===== src/rtl/cqia_pkg.sv =====
// Package: shared constants for the completion-queue level interrupt block.
// Assumes byte offsets fit in the register address width used by the top.
package cqia_pkg;
    localparam int unsigned OFS_W       = 5;
    localparam logic [OFS_W-1:0] OFS_MASK_SET = 5'h0C;
    localparam logic [OFS_W-1:0] OFS_MASK_CLR = 5'h10;

    typedef enum logic [1:0] {
        MW_NONE = 2'd0,
        MW_SET  = 2'd1,
        MW_CLR  = 2'd2
    } mask_op_e;
endpackage


===== src/rtl/cqia_mask_reg.sv =====
// Module: cqia_mask_reg
// Holds the interrupt mask. One write offset sets bits, another clears them,
// and both offsets read back the same register. Exposes the next-state value
// so the pin stage can register the level in the same edge.
// Assumes write data width equals the mask width.
module cqia_mask_reg
    import cqia_pkg::*;
#(
    parameter int unsigned MASK_W = 32,
    parameter int unsigned ADDR_W = OFS_W
) (
    input  logic              clk,
    input  logic              rst_n,
    input  logic              wr_en,
    input  logic [ADDR_W-1:0] wr_addr,
    input  logic [MASK_W-1:0] wr_data,
    input  logic [ADDR_W-1:0] rd_addr,
    output logic [MASK_W-1:0] rd_data,
    output logic [MASK_W-1:0] mask_q,
    output logic [MASK_W-1:0] mask_d
);
    mask_op_e op;

    // Decode the write offset into a mask operation.
    always_comb begin
        op = MW_NONE;
        if (wr_en) begin
            if (wr_addr == ADDR_W'(OFS_MASK_SET))      op = MW_SET;
            else if (wr_addr == ADDR_W'(OFS_MASK_CLR)) op = MW_CLR;
        end
    end

    // Compute the next mask value from the operation.
    always_comb begin
        unique case (op)
            MW_SET:  mask_d = mask_q | wr_data;
            MW_CLR:  mask_d = mask_q & ~wr_data;
            default: mask_d = mask_q;
        endcase
    end

    // Store the mask; reset clears it.
    always_ff @(posedge clk) begin
        if (!rst_n) mask_q <= '0;
        else        mask_q <= mask_d;
    end

    // Both mask offsets read the same value; others read zero.
    always_comb begin
        if (rd_addr == ADDR_W'(OFS_MASK_SET) || rd_addr == ADDR_W'(OFS_MASK_CLR))
            rd_data = mask_q;
        else
            rd_data = '0;
    end
endmodule


===== src/rtl/cqia_pending.sv =====
// Module: cqia_pending
// One pending bit per completion queue. A posted completion sets the bit and
// a doorbell with head equal to tail clears it; both require the queue's
// interrupt enable, and neither acts while message-signalled delivery is on.
// A set and a clear for one queue in one cycle leave the bit set.
module cqia_pending #(
    parameter int unsigned NUM_CQ = 64,
    parameter int unsigned PTR_W  = 16,
    localparam int unsigned QID_W = $clog2(NUM_CQ)
) (
    input  logic              clk,
    input  logic              rst_n,
    input  logic              msi_en,
    input  logic [NUM_CQ-1:0] cq_irq_en,
    input  logic              post_vld,
    input  logic [QID_W-1:0]  post_qid,
    input  logic              db_vld,
    input  logic [QID_W-1:0]  db_qid,
    input  logic [PTR_W-1:0]  db_head,
    input  logic [PTR_W-1:0]  db_tail,
    output logic [NUM_CQ-1:0] pend_q,
    output logic [NUM_CQ-1:0] pend_d
);
    logic post_ok;
    logic clr_ok;

    // Qualify events that may touch pending state at all.
    always_comb begin
        post_ok = post_vld && !msi_en;
        clr_ok  = db_vld && !msi_en && (db_head == db_tail);
    end

    for (genvar q = 0; q < NUM_CQ; q++) begin : g_cq
        logic hit_set;
        logic hit_clr;

        // Per-queue next state with set taking priority over clear.
        always_comb begin
            hit_set   = post_ok && (post_qid == QID_W'(q)) && cq_irq_en[q];
            hit_clr   = clr_ok  && (db_qid   == QID_W'(q)) && cq_irq_en[q];
            pend_d[q] = hit_set ? 1'b1 : (hit_clr ? 1'b0 : pend_q[q]);
        end
    end

    // Store the pending vector; reset clears it.
    always_ff @(posedge clk) begin
        if (!rst_n) pend_q <= '0;
        else        pend_q <= pend_d;
    end
endmodule


===== src/rtl/cqia_level.sv =====
// Module: cqia_level
// Registers the interrupt pin from the next-state pending and mask vectors.
// Queues at or above the mask width are never masked. The pin is held low
// while message-signalled delivery is enabled.
// Assumes NUM_CQ is larger than MASK_W.
module cqia_level #(
    parameter int unsigned NUM_CQ = 64,
    parameter int unsigned MASK_W = 32
) (
    input  logic              clk,
    input  logic              rst_n,
    input  logic              msi_en,
    input  logic [NUM_CQ-1:0] pend_d,
    input  logic [MASK_W-1:0] mask_d,
    output logic              irq_q
);
    localparam int unsigned HI_W = NUM_CQ - MASK_W;

    logic [NUM_CQ-1:0] mask_ext;
    logic              level;

    // Widen the mask with zeros so upper queues stay unmasked.
    always_comb begin
        mask_ext = {{HI_W{1'b0}}, mask_d};
        level    = |(pend_d & ~mask_ext);
    end

    // Register the pin, forcing it low under message-signalled delivery.
    always_ff @(posedge clk) begin
        if (!rst_n)      irq_q <= 1'b0;
        else if (msi_en) irq_q <= 1'b0;
        else             irq_q <= level;
    end
endmodule


===== src/rtl/cq_legacy_irq.sv =====
// Module: cq_legacy_irq
// Top of the completion-queue level interrupt aggregator: mask register,
// per-queue pending tracker and registered pin stage.
// Assumes queue identifiers are below NUM_CQ and at most one completion and
// one doorbell event arrive per cycle.
module cq_legacy_irq
    import cqia_pkg::*;
#(
    parameter int unsigned NUM_CQ = 64,
    parameter int unsigned MASK_W = 32,
    parameter int unsigned PTR_W  = 16,
    parameter int unsigned ADDR_W = OFS_W,
    localparam int unsigned QID_W = $clog2(NUM_CQ)
) (
    input  logic              clk,
    input  logic              rst_n,
    input  logic              msi_en,
    input  logic [NUM_CQ-1:0] cq_irq_en,
    input  logic              post_vld,
    input  logic [QID_W-1:0]  post_qid,
    input  logic              db_vld,
    input  logic [QID_W-1:0]  db_qid,
    input  logic [PTR_W-1:0]  db_head,
    input  logic [PTR_W-1:0]  db_tail,
    input  logic              reg_wr_en,
    input  logic [ADDR_W-1:0] reg_wr_addr,
    input  logic [MASK_W-1:0] reg_wr_data,
    input  logic [ADDR_W-1:0] reg_rd_addr,
    output logic [MASK_W-1:0] reg_rd_data,
    output logic              irq_o
);
    logic [MASK_W-1:0] mask_q;
    logic [MASK_W-1:0] mask_d;
    logic [NUM_CQ-1:0] pend_q;
    logic [NUM_CQ-1:0] pend_d;

    cqia_mask_reg #(.MASK_W(MASK_W), .ADDR_W(ADDR_W)) u_mask (
        .clk     (clk),
        .rst_n   (rst_n),
        .wr_en   (reg_wr_en),
        .wr_addr (reg_wr_addr),
        .wr_data (reg_wr_data),
        .rd_addr (reg_rd_addr),
        .rd_data (reg_rd_data),
        .mask_q  (mask_q),
        .mask_d  (mask_d)
    );

    cqia_pending #(.NUM_CQ(NUM_CQ), .PTR_W(PTR_W)) u_pend (
        .clk       (clk),
        .rst_n     (rst_n),
        .msi_en    (msi_en),
        .cq_irq_en (cq_irq_en),
        .post_vld  (post_vld),
        .post_qid  (post_qid),
        .db_vld    (db_vld),
        .db_qid    (db_qid),
        .db_head   (db_head),
        .db_tail   (db_tail),
        .pend_q    (pend_q),
        .pend_d    (pend_d)
    );

    cqia_level #(.NUM_CQ(NUM_CQ), .MASK_W(MASK_W)) u_level (
        .clk    (clk),
        .rst_n  (rst_n),
        .msi_en (msi_en),
        .pend_d (pend_d),
        .mask_d (mask_d),
        .irq_q  (irq_o)
    );
endmodule


===== config.mk =====
export PLATFORM = sky130hd
export DESIGN_NAME = cq_legacy_irq
export DESIGN_NICKNAME = d
export VERILOG_FILES = /design/src/rtl/cqia_pkg.sv /design/src/rtl/cqia_mask_reg.sv /design/src/rtl/cqia_pending.sv /design/src/rtl/cqia_level.sv /design/src/rtl/cq_legacy_irq.sv
export SDC_FILE = /design/constraint.sdc
export NUM_CORES = 1
export LEC_CHECK = 0
export BUFFER_PORTS_ARGS = -buffer_cell sky130_fd_sc_hd__clkbuf_2
export CORE_ASPECT_RATIO = 1.5
export CORE_MARGIN = 8
export CORE_UTILIZATION = 46
export DETAILED_ROUTE_END_ITERATION = 8
export PLACE_DENSITY = 0.83
export SYNTH_ARGS = -nofsm -noshare
export SYNTH_HDL_FRONTEND = slang
export SYNTH_SLANG_ARGS = --single-unit

===== constraint.sdc =====
create_clock -name clk -period 3.27 [get_ports clk]
set_input_delay 0.8175 -clock clk [delete_from_list [all_inputs] [get_ports clk]]
set_output_delay 0.8175 -clock clk [all_outputs]
set_load 0.005 [all_outputs]

**Yosys cells after proc, flatten, opt, wreduce, memory -nomap -nowiden**

Cells that the tools add are included.

- Equal/unequal tests: 133
- Reduce and logical (&&, ||, !) cells: 265
- Multiplexer cells: 133
- Bitwise operators: 6

Operator list:

| operator | count |
|---|---|
| equality test 6 bit (second input constant) | 64 |
| logical AND 1 bit | 259 |
| equality test 6 x 5 -> 1 bit (second input constant) | 32 |
| 2-to-1 mux 1 bit | 128 |
| equality test 6 x 4 -> 1 bit (second input constant) | 16 |
| AND 64 bit | 1 |
| NOT 32 -> 64 bit | 1 |
| one-hot mux 32 bit (2 select lines) | 1 |
| OR reduction 64 bit | 1 |
| equality test 6 x 3 -> 1 bit (second input constant) | 8 |
| AND 32 bit | 1 |
| 2-to-1 mux 32 bit | 1 |
| NOT 32 bit | 1 |
| bitwise OR 32 bit | 1 |
| equality test 6 x 2 -> 1 bit (second input constant) | 4 |
| equality test 16 bit | 1 |
| equality test 6 x 1 -> 1 bit (second input constant) | 2 |
| logical NOT 6 bit | 2 |
| equality test 5 x 4 -> 1 bit (second input constant) | 2 |
| equality test 5 bit (second input constant) | 2 |
| 2-to-1 mux 2 bit | 3 |
| equality test 2 x 1 -> 1 bit (second input constant) | 1 |
| equality test 2 bit (second input constant) | 1 |
| OR reduction 2 bit | 1 |
| 3 further kinds | 3 |

- Flip-flop bits (word level): 97
- Input bits: 156
- Word-level logic and storage cells: 540

**Depth between registers and ports, before layout**

Gate-level depths: netlist (run 1).

- Word-level depth: 9
- Mapped depth: 11
- Depth with buffers taken out: 9

**Cells and area by module**

From an unflattened synthesis (run 1), not the netlist that was laid out.

- Cell total of the unflattened synthesis: 867
- Area, all modules: 7191.9 um^2

By module, submodules not included:

| module | cells each | seq. area each (um^2) | times used | area an instance (um^2) |
|---|---|---|---|---|
| cqia_pending | 584 | 1281.2 | 1 | 4724.5 |
| cqia_mask_reg | 225 | 640.6 | 1 | 2060.7 |
| cqia_level | 58 | 20.0 | 1 | 406.6 |

**Worst setup path after synthesis (run 1)**

Ideal clock, no wire load.

- Path kind: input -> register
- Start point: input db_tail[1]
- End point: register u_level.irq_q
- Setup slack: 61 ps
- Cell stages on the path: 10
- Data arrival time: 3087 ps
- Data required time: 3148 ps
- Cells stage by stage: xnor2_1 -> o2111ai_2 -> nor4_2 -> buf_4 -> nand4_1 -> a32o_1 -> a2111o_1 -> a2111oi_2 -> nand4_1 -> o311a_1

- Longest elaborated chain between the ends: 8
- Elaborated cells on any way between the ends: 260

Ends and longest elaborated chain:

| element | RTL line | source |
|---|---|---|
| start, declared | cq_legacy_irq.sv:24 | `input logic [PTR_W-1:0] db_tail,` |
| equality test 16 bit (*) | cqia_pending.sv:30 | `clr_ok = db_vld && !msi_en && (db_head == db_tail);` |
| logical AND 1 bit (*) | cqia_pending.sv:30 |  |
| logical AND 1 bit (2 in a row) | cqia_pending.sv:40 | `hit_clr = clr_ok && (db_qid == QID_W'(q)) && cq_irq_en[q];` |
| 2-to-1 mux 1 bit (2 in a row) | cqia_pending.sv:41 | `pend_d[q] = hit_set ? 1'b1 : (hit_clr ? 1'b0 : pend_q[q]);` |
| AND 64 bit (*) | cqia_level.sv:25 | `level = \|(pend_d & ~mask_ext);` |
| OR reduction 64 bit (*) | cqia_level.sv:25 |  |
| end signal, assigned | cqia_level.sv:32 | `else irq_q <= level;` |
| end, declared | cqia_level.sv:15 | `output logic irq_q` |

Mark *: on every way between the ends. The rest lies on a longest branch, timed or not.
A chain may end at the register's enable or synchronous reset.

**Worst setup path in the final report (run 1)**

- Start point: input db_tail[6]
- End point: register u_level.irq_q

The elaborated chain is that of the path after synthesis.

==> results of run 1 <==
-- state kept, by name, indices dropped and copies added, names as in the netlist --
signal and cells:
u_level.irq_q 1, u_mask.mask_q 32, u_pend.pend_q 64
-- repair_timing --
action | CTS | global route
endpoints found under the setup margin | 1 | 1
setup buffers | 0 | 7
gates resized for setup | 3 | 22
cloned | 0 | 1
pin swaps | 3 | 9
-- cells in the mapped netlist, drive strengths merged, types with 2 or more instances --
library cell	count
nor4	13
xnor2	14
nor2b	41
a2111o	2
nand4	23
a2111oi	4
o21ai	12
inv	11
nand2	74
nand4bb	2
a22o	11
o221a	8
dfxtp	97
a32o	8
nor3	9
nor3b	5
and4b	5
a22oi	24
nand3	38
and2	82
a31oi	42
a211oi	2
or4	2
o22ai	5
a41oi	2
a32oi	9
o21a	2
a21boi	12
a21oi	19
buf	6
clkbuf	35
nand2b	3
nor2	25
and4bb	5
a41o	2
and3	8
nor4b	4
-- placed cells by master (no fill, tap or decap), types with 5 or more instances in the layout --
cell	synthesis	layout
a22o_1	11	11
nor2b_1	41	41
buf_12	0	5
nand3_1	37	37
a32o_1	8	8
buf_4	3	104
and3_1	8	8
and4bb_2	5	5
a21oi_1	19	19
and2_1	82	82
inv_1	11	11
dfxtp_1	97	97
o21ai_0	12	10
a32oi_1	9	7
nor4_1	10	8
a21boi_0	12	12
xnor2_1	14	9
o221a_2	6	6
a22oi_1	24	24
clkbuf_16	0	9
a31oi_1	42	42
nand4_1	22	22
and4b_1	5	5
nor3_1	9	7
nand2_1	74	74
xnor2_2	0	5
nor2_1	24	24
clkbuf_2	0	187
nor3b_1	5	5
-- per-layer routing --
layer  GRT usage  up-vias  share of wire
li1            -     3068              -
met1       0.294     3120           0.34
met2       0.458      459           0.48
met3      0.0716      111           0.10
met4       0.198        0          0.070
met5           0        -              0
-- logic make-up (layout without fill, tap and decap cells) --
logic type,Yosys count,in the layout,share of synthesized area
other,0,1,0
and+or+nand+nor,344,344,0.360
DFF,97,97,0.352
AOI/OAI and AO/OA,169,169,0.226
buffers and inverters,52,329,0.0381
xor gates and xnor gates,15,15,0.0238
-- power breakdown --
part | internal, µW | switching, µW
logic | 166 | 192
clock network | 593 | 484
registers | 1190 | 2.29
total | 1940 | 678
-- final cells by class --
cell class / count / share of cell area
Inverter: 11 / 0.00527
Timing Repair Buffer: 302 / 0.239
Clock buffer: 9 / 0.0288
Tap cell: 153 / 0.0245
Antenna cell: 1 / 0.000320
Clock inverter: 7 / 0.00895
Sequential cell: 97 / 0.248
Multi-Input combinational cell: 528 / 0.446
-- critical path: stages --
cell,delay [ps]
clkbuf_2,100
xnor2_2,180
nand3_1,170
nor4_4,280
buf_4,180
buf_6,130
clkbuf_4,190
buf_4,150
nand4_1,110
a32oi_2,230
nand3_1,160
nor4_4,320
nand4_1,150
o311a_1,360
-- worst paths after layout --
kind	from	to	slack [ps]	depth (start not counted)
min reg2reg	u_pend.pend_q[7]$_SDFF_PN0_	u_pend.pend_q[7]$_SDFF_PN0_	510	2
max	db_tail[6]	u_level.irq_q$_SDFF_PP0_	-5	14
max reg2reg	u_pend.pend_q[39]$_SDFF_PN0_	u_level.irq_q$_SDFF_PP0_	1170	6
min	u_pend.pend_q[7]$_SDFF_PN0_	u_pend.pend_q[7]$_SDFF_PN0_	510	2
-- through the flow --
stage          std cells   util  area [µm²]
2_1_floorplan        677      -        5520
3_3_place_gp        1083  0.621        7350
3_5_place_dp        1083  0.621        7350
4_1_cts             1099  0.647        7660
5_1_grt             1108  0.662        7830
6_report            1108  0.662        7830
==> metrics.txt, run 1 <==
Initial Utilization=0.466; via density per instance=6.10; core area=11800 µm²; highest clock rate=305 MHz; top cells by area, synth=dfxtp_1 35%, and2_1 9.3%, nand2_1 5.0%, a31oi_1 4.8%, nor2b_1 4.7%; Critical Path RT=between 3000 and 4000 ps; area leader, netlist=dfxtp_1; Antenna Nets Post-Route=0; FILL cells=991; run status=complete, but fails checks; Post-CTS Hold Buffers=0; Overflow after GRT=0; aggregate global-route resource usage=0.274; ys async rst share=0; maxcap violations=0; CTS tree=built; CTS root buf=clkbuf_16; total I/O pin count=189; Worst-path clk slew=70 ps; DIE HEIGHT=roughly 150 µm; Inserted Clock Buffers=9; period utilisation layout=1.00; Pwr Total=2620 µW; final WL=23300 µm; Die Wd=105 µm; Hold WS=~510 ps; first-pass GRT wire length=~34000 µm; Worst VDD drop=0.000309 V; Max clock buf depth=2; Die ar.=~16000 µm²; number of sinks on the clock net=97; clock skew=3.99 ps; initial drt markers=around 630; Area Overhead vs Synth=41.9%; vias in the first global route=6568; layout cells sized above 1=0.372; Tightest Hold Check Type=register to register; Worst-Skew Late Latency=350 ps; Seq/Total Area, Yosys=0.352; count of final setup violators=1; initial antenna violation count=1; Yosys top cell area share=0.352; Power Dens Cells=335 nW/µm²; Leakage=0.00343 µW; setup TNS=-5.10 ps; critical setup path kind=input pin to register; unrepaired setup endpoints after global routing=yes; Syn Inst Count=between 600 and 700; critical path endpoint category=register; Main synth FF type=dfxtp_1; Slew headroom=0.249; HPWL Detailed=17300 µm; # H-tree levels=3; Avg Inst Size Synth=8.15 µm²; NumNets Final=1105; row cnt=49; drt first pass iters=5; fin worst setup slack=-5.10 ps; Post-synth EDFFs=0; #FFs+latches synth=97; Pins Over Slew Limit=0; port bufs=roughly 190; Final Hold Violating Endpoints=0; residual DRC count=0; multi-input logic area=3490 µm²; RePlAce Congestion=slightly above 1; worst-margin pin slew=approximately 1100 ps; failing checks=negative setup slack; largest net degree at the start of global routing=43; Syn Nets=833; vias=around 6800; Ys Warns=0; Startpoint Class=input pin; Worst EP arrival=3520 ps; wire per inst=21.0 µm; minimum clock period=roughly 3300 ps; CP max FO=7; post-synthesis cell area=5520 µm²; Reg area=1940 µm²; post-synth cell types=56; dpl ws=-443 ps
Power figures use the tool's default switching activity.
==> run 2, diff against run 1 <==
--- a/config.mk
+++ b/config.mk
@@ -8,9 +8,9 @@
 export BUFFER_PORTS_ARGS = -buffer_cell sky130_fd_sc_hd__clkbuf_2
 export CORE_ASPECT_RATIO = 1.5
 export CORE_MARGIN = 8
-export CORE_UTILIZATION = 46
+export CORE_UTILIZATION = 51
 export DETAILED_ROUTE_END_ITERATION = 8
-export PLACE_DENSITY = 0.83
+export PLACE_DENSITY = 0.87
 export SYNTH_ARGS = -nofsm -noshare
 export SYNTH_HDL_FRONTEND = slang
 export SYNTH_SLANG_ARGS = --single-unit
==> constraint.sdc (replaced) <==
create_clock -name clk -period 3.54 [get_ports clk]
set_input_delay 0.885 -clock clk [delete_from_list [all_inputs] [get_ports clk]]
set_output_delay 0.885 -clock clk [all_outputs]
set_load 0.005 [all_outputs]
==> metrics.txt, run 2 (synthesis gave the netlist of run 1 again) <==
period utilisation layout=0.946; vias=6473; fin worst setup slack=190 ps; initial antenna violation count=0; critical setup path kind=input pin to register; max reg flops=64; CTS tree=built; critical path's top delay family=compound AO/OA/AOI/OAI gates; Worst EP arrival=3590 ps; Tightest Hold Check Type=register to register; minimum clock period=3350 ps; dpl ws=-161 ps; via density per instance=6.19; Antenna Nets Post-Route=0; Power Dens Cells=338 nW/µm²; maxcap violations=0; vias in the first global route=6402; most common cell after layout, fill and taps aside=clkbuf_2; CTS root buf=clkbuf_16; reg-to-reg critical path startpoint=u_pend.pend_q[39]$_SDFF_PN0_; total I/O pin count=189; Area Overhead vs Synth=32.8%; Pins Over Slew Limit=0; Slew headroom=0.198; Max clock buf depth=2; critical path endpoint category=register; R2R cell count=6; Worst-path clk slew=70 ps; aggregate global-route resource usage=0.294; highest clock rate=299 MHz; biggest regs=u_pend.pend_q (64), u_mask.mask_q (32), u_level.irq_q (1); run status=finished clean; worst-margin pin slew=between 1000 and 1500 ps; CP max-delay cell=nor4_4; Setup Fix Bufs, Post-CTS=0; final core utilization=0.695; Initial Utilization=0.524; Buf/Inv on CP=3; Worst VDD drop=approximately 0.00026 V; Finished Cell Area=between 7000 and 8000 µm²; # H-tree levels=3; Final Hold Violating Endpoints=0; Worst R2R Setup Slack=1410 ps; Cells on Worst Hold Path=2; count of final setup violators=0; Die Wd=101 µm; number of antenna diodes=0; first-pass GRT wire length=32900 µm; crit-path cells=clkbuf_2, xnor2_1, nand4_1, nor4_4, buf_4, buf_4, a41o_1, a21boi_0, a2111o_1, a2111oi_2, nand4_1, o311a_1; most frequent cells in the layout=188 x clkbuf_2, 97 x dfxtp_1, 82 x and2_1; NumNets Final=roughly 1100; clock skew=between 7 and 8 ps; initial drt markers=486; max incr delay on CP=approximately 440 ps; Startpoint Class=input pin; Inserted Clock Buffers=9; row cnt=between 40 and 50; unrepaired setup endpoints after global routing=no; Placed Area=approximately 7000 µm²; Critical Path RT=3780 ps; Pwr Total=between 2000 and 2500 µW; Overflow after GRT=0; RePlAce Congestion=between 0.9 and 1; wire per inst=about 21 µm; Hold EP=u_pend.pend_q[6]$_SDFF_PN0_; core area=10500 µm²; final WL=21600 µm; residual DRC count=0; DIE HEIGHT=143 µm; HPWL Detailed=16600 µm; Worst R2R End=u_level.irq_q$_SDFF_PP0_; Leakage=0.00313 µW; Worst-Skew Late Latency=~340 ps; drt first pass iters=7; Post-CTS Hold Buffers=0; number of sinks on the clock net=97; hold path start=u_pend.pend_q[6]$_SDFF_PN0_; layout cells sized above 1=0.319; port bufs=188; largest net degree at the start of global routing=between 50 and 60; Top reg by flops=u_pend.pend_q; CP max FO=11; Die ar.=roughly 14000 µm²
==> run 2: cell types whose count changed in the layout (fill, tap and decap cells not counted), moves of 3 or more <==
cell	change
xnor2_2	-5
buf_6	-3
clkinv_2	-3
xnor2_1	+5
buf_4	-45
==> run 2: how the worst max path moves through the flow <==
| stage | startpoint | to | slack (ps) | depth (start not counted) |
|---|---|---|---|---|
| finish | db_tail[14] | u_level.irq_q$_SDFF_PP0_ | 190 | 12 |
| global route | db_tail[4] | u_level.irq_q$_SDFF_PP0_ | 8 | 12 |
| CTS | db_tail[1] | u_level.irq_q$_SDFF_PP0_ | 190 | 12 |
| detailed placement | db_tail[1] | u_level.irq_q$_SDFF_PP0_ | -160 | 12 |
| global placement | db_tail[1] | u_level.irq_q$_SDFF_PP0_ | -120 | 11 |
| floorplan | db_tail[1] | u_level.irq_q$_SDFF_PP0_ | 260 | 10 |
==> run 2: worst reg2reg max path, stage by stage, from the launching register on <==
cell	delay [ps]
dfxtp_1	300
a31oi_1	240
a31oi_1	100
or4_1	530
nor4_2	340
nand4_1	140
o311a_1	360
==> run 2: where the power goes <==
group,leakage [µW],internal (µW),switching (µW)
Clock,0.000155,658,422
Combinational,0.00219,133,166
Sequential,0.000781,1100,2.10
Total,0.00313,1890,591
==> run 2: final cells by class <==
class	count	area, µm²
multi-input combinational	528	3390
inverter	11	41.3
fill	874	3210
clock buffer	12	256
sequential	97	1940
timing repair buffer	250	1440
clock inverter	4	75.1
tap	144	180
==> run 2: stage by stage <==
stage               std cells  setup TNS (ps)  hold WS (ps)
floorplan                 677               0           466
global placement         1030            -116           481
detailed placement       1030            -161           494
CTS                      1046               0           505
global route             1046               0           531
finish                   1046               0           511
==> run 2: repair_timing <==
item,CTS,global route
endpoints found under the hold margin,0,0
endpoints found under the setup margin,0,1
resized for setup,0,1
==> run 2: per-layer routing <==
metal	routed length [µm]	vias to the layer above	GRT usage
met2	10600	420	0.498
met4	1370	0	0.202
li1	-	2958	-
met3	2040	90	0.0634
met5	0	-	0
met1	7630	3005	0.318
==> run 3, diff against run 2 <==
--- a/config.mk
+++ b/config.mk
@@ -6,10 +6,11 @@
 export NUM_CORES = 1
 export LEC_CHECK = 0
 export BUFFER_PORTS_ARGS = -buffer_cell sky130_fd_sc_hd__clkbuf_2
-export CORE_ASPECT_RATIO = 1.5
+export CORE_ASPECT_RATIO = 0.6
 export CORE_MARGIN = 8
 export CORE_UTILIZATION = 51
 export DETAILED_ROUTE_END_ITERATION = 8
+export HOLD_SLACK_MARGIN = 0.12
 export PLACE_DENSITY = 0.87
 export SYNTH_ARGS = -nofsm -noshare
 export SYNTH_HDL_FRONTEND = slang
==> metrics.txt, run 3 (synthesis gave the netlist of run 1 again) <==
run status=finished clean; Worst EP arrival=3610 ps; via density per instance=6.18; number of antenna diodes=0; clock skew=5.50 ps; highest clock rate=297 MHz; Area Overhead vs Synth=32.6%; top routing layer in use=met4; Initial Utilization=0.522; most common cell after layout, fill and taps aside=clkbuf_2; Top reg by flops=u_pend.pend_q; Overflow after GRT=0; period utilisation layout=0.952; critical path endpoint category=register; critical setup path kind=input pin to register; layout cells sized above 1=0.323; largest net degree at the start of global routing=51; R2R cell count=6; biggest regs=u_pend.pend_q (64), u_mask.mask_q (32), u_level.irq_q (1); Max clock buf depth=2; Critical Path RT=3780 ps; reg-to-reg critical path startpoint=u_pend.pend_q[39]$_SDFF_PN0_; maxcap violations=0; row cnt=29; first-pass GRT wire length=31800 µm; residual DRC count=0; CTS tree=built; Placed Area=7010 µm²; port bufs=~190; number of sinks on the clock net=97; met2 WL=8780 µm; Final Hold Violating Endpoints=0; most frequent cells in the layout=187 x clkbuf_2, 97 x dfxtp_1, 82 x and2_1; Slew headroom=0.299; DIE HEIGHT=96.6 µm; Setup Fix Bufs, Post-CTS=0; HPWL Detailed=16500 µm; Hold EP=u_pend.pend_q[31]$_SDFF_PN0_; Power Dens Cells=322 nW/µm²; Post-CTS Hold Buffers=0; setup TNS=0 ps; max reg flops=64; RePlAce Congestion=between 1 and 1.5; vias in the first global route=5996; aggregate global-route resource usage=0.285; Antenna Nets Post-Route=0; Worst VDD drop=0.000241 V; Tightest Hold Check Type=register to register; count of final setup violators=0; CP max FO=4; Worst-path clk slew=around 70 ps; # H-tree levels=3; initial antenna violation count=0; Worst-Skew Late Latency=350 ps; met1 WL=8470 µm; initial drt markers=899; Die ar.=about 15000 µm²; Startpoint Class=input pin; final WL=~21000 µm; Worst R2R End=u_level.irq_q$_SDFF_PP0_; hold path start=u_pend.pend_q[31]$_SDFF_PN0_; FILL cells=879; Post-Place Cells=1029; Inserted Clock Buffers=9; core area=about 11000 µm²; Pins Over Slew Limit=0; final core utilization=0.692; unrepaired setup endpoints after global routing=no; wire per inst=20.4 µm; cts repair resizes=0; Cells on Worst Hold Path=2; drt first pass iters=5; NumNets Final=1057; worst-margin pin slew=1040 ps; total I/O pin count=189; Die Wd=150 µm; minimum clock period=3370 ps; Finished Cell Area=between 7000 and 8000 µm²; Leakage=0.00313 µW; Worst R2R Setup Slack=roughly 1500 ps; Finished Layout Cells=between 1000 and 1500; vias=6452; met3 WL=3500 µm; CTS root buf=clkbuf_16
[run 3: cell count changes in the layout (fill, tap and decap cells not counted), sizes merged]
cell    previous run  this run
clkbuf           200       199
buf               62        67
inv               11        12
bufinv             2         0
[run 3: cell type report]
type | instances | area, µm² | area share
clock inverters | 3 | 23.8 | 0.00325
flip-flops and latches | 97 | 1940 | 0.266
repair buffers | 254 | 1480 | 0.202
multi-input cells | 528 | 3400 | 0.464
well taps | 139 | 174 | 0.0238
clock buffers | 12 | 256 | 0.0351
inverters | 11 | 41.3 | 0.00565
[run 3: how the worst max path moves through the flow]
stage	start	endpoint	slack, ps
after floorplan	db_tail[1]	u_level.irq_q$_SDFF_PP0_	260
after global placement	db_tail[1]	u_level.irq_q$_SDFF_PP0_	-180
after detailed placement	db_tail[1]	u_level.irq_q$_SDFF_PP0_	-250
after CTS	db_tail[1]	u_level.irq_q$_SDFF_PP0_	80
after global routing	db_tail[14]	u_level.irq_q$_SDFF_PP0_	20
final	db_tail[14]	u_level.irq_q$_SDFF_PP0_	170
[run 3: critical path, stage by stage]
cell      delay, ps
clkbuf_2         90
xnor2_1         200
nand4_1         200
nor4_4          450
buf_4           180
a41oi_1         130
nor4_1          310
buf_4           180
nand4_1         140
nor4_2          320
nand4_1         140
o311a_1         370
[run 3: power breakdown]
group          switching (µW)  internal (µW)  leakage [µW]  total, µW
clock network             432            514      0.000131        946
logic                     171            137       0.00222        308
registers                1.89           1100      0.000781       1100
total                     605           1750       0.00313       2350
[run 3: routing by layer]
metal  up-vias  GRT usage
li1       2966          -
met1      2969      0.377
met2       442      0.424
met3        75      0.117
met4         0     0.0728
met5         -          0
[run 3: through the flow]
step | total power, µW | setup WS (ps) | hold WS, ps
2_1_floorplan | 1230 | 264 | 466
3_3_place_gp | 1410 | -181 | 486
3_5_place_dp | 1420 | -248 | 504
4_1_cts | 2340 | 80.3 | 519
5_1_grt | 2420 | 17.4 | 538
6_report | 2350 | 171 | 520
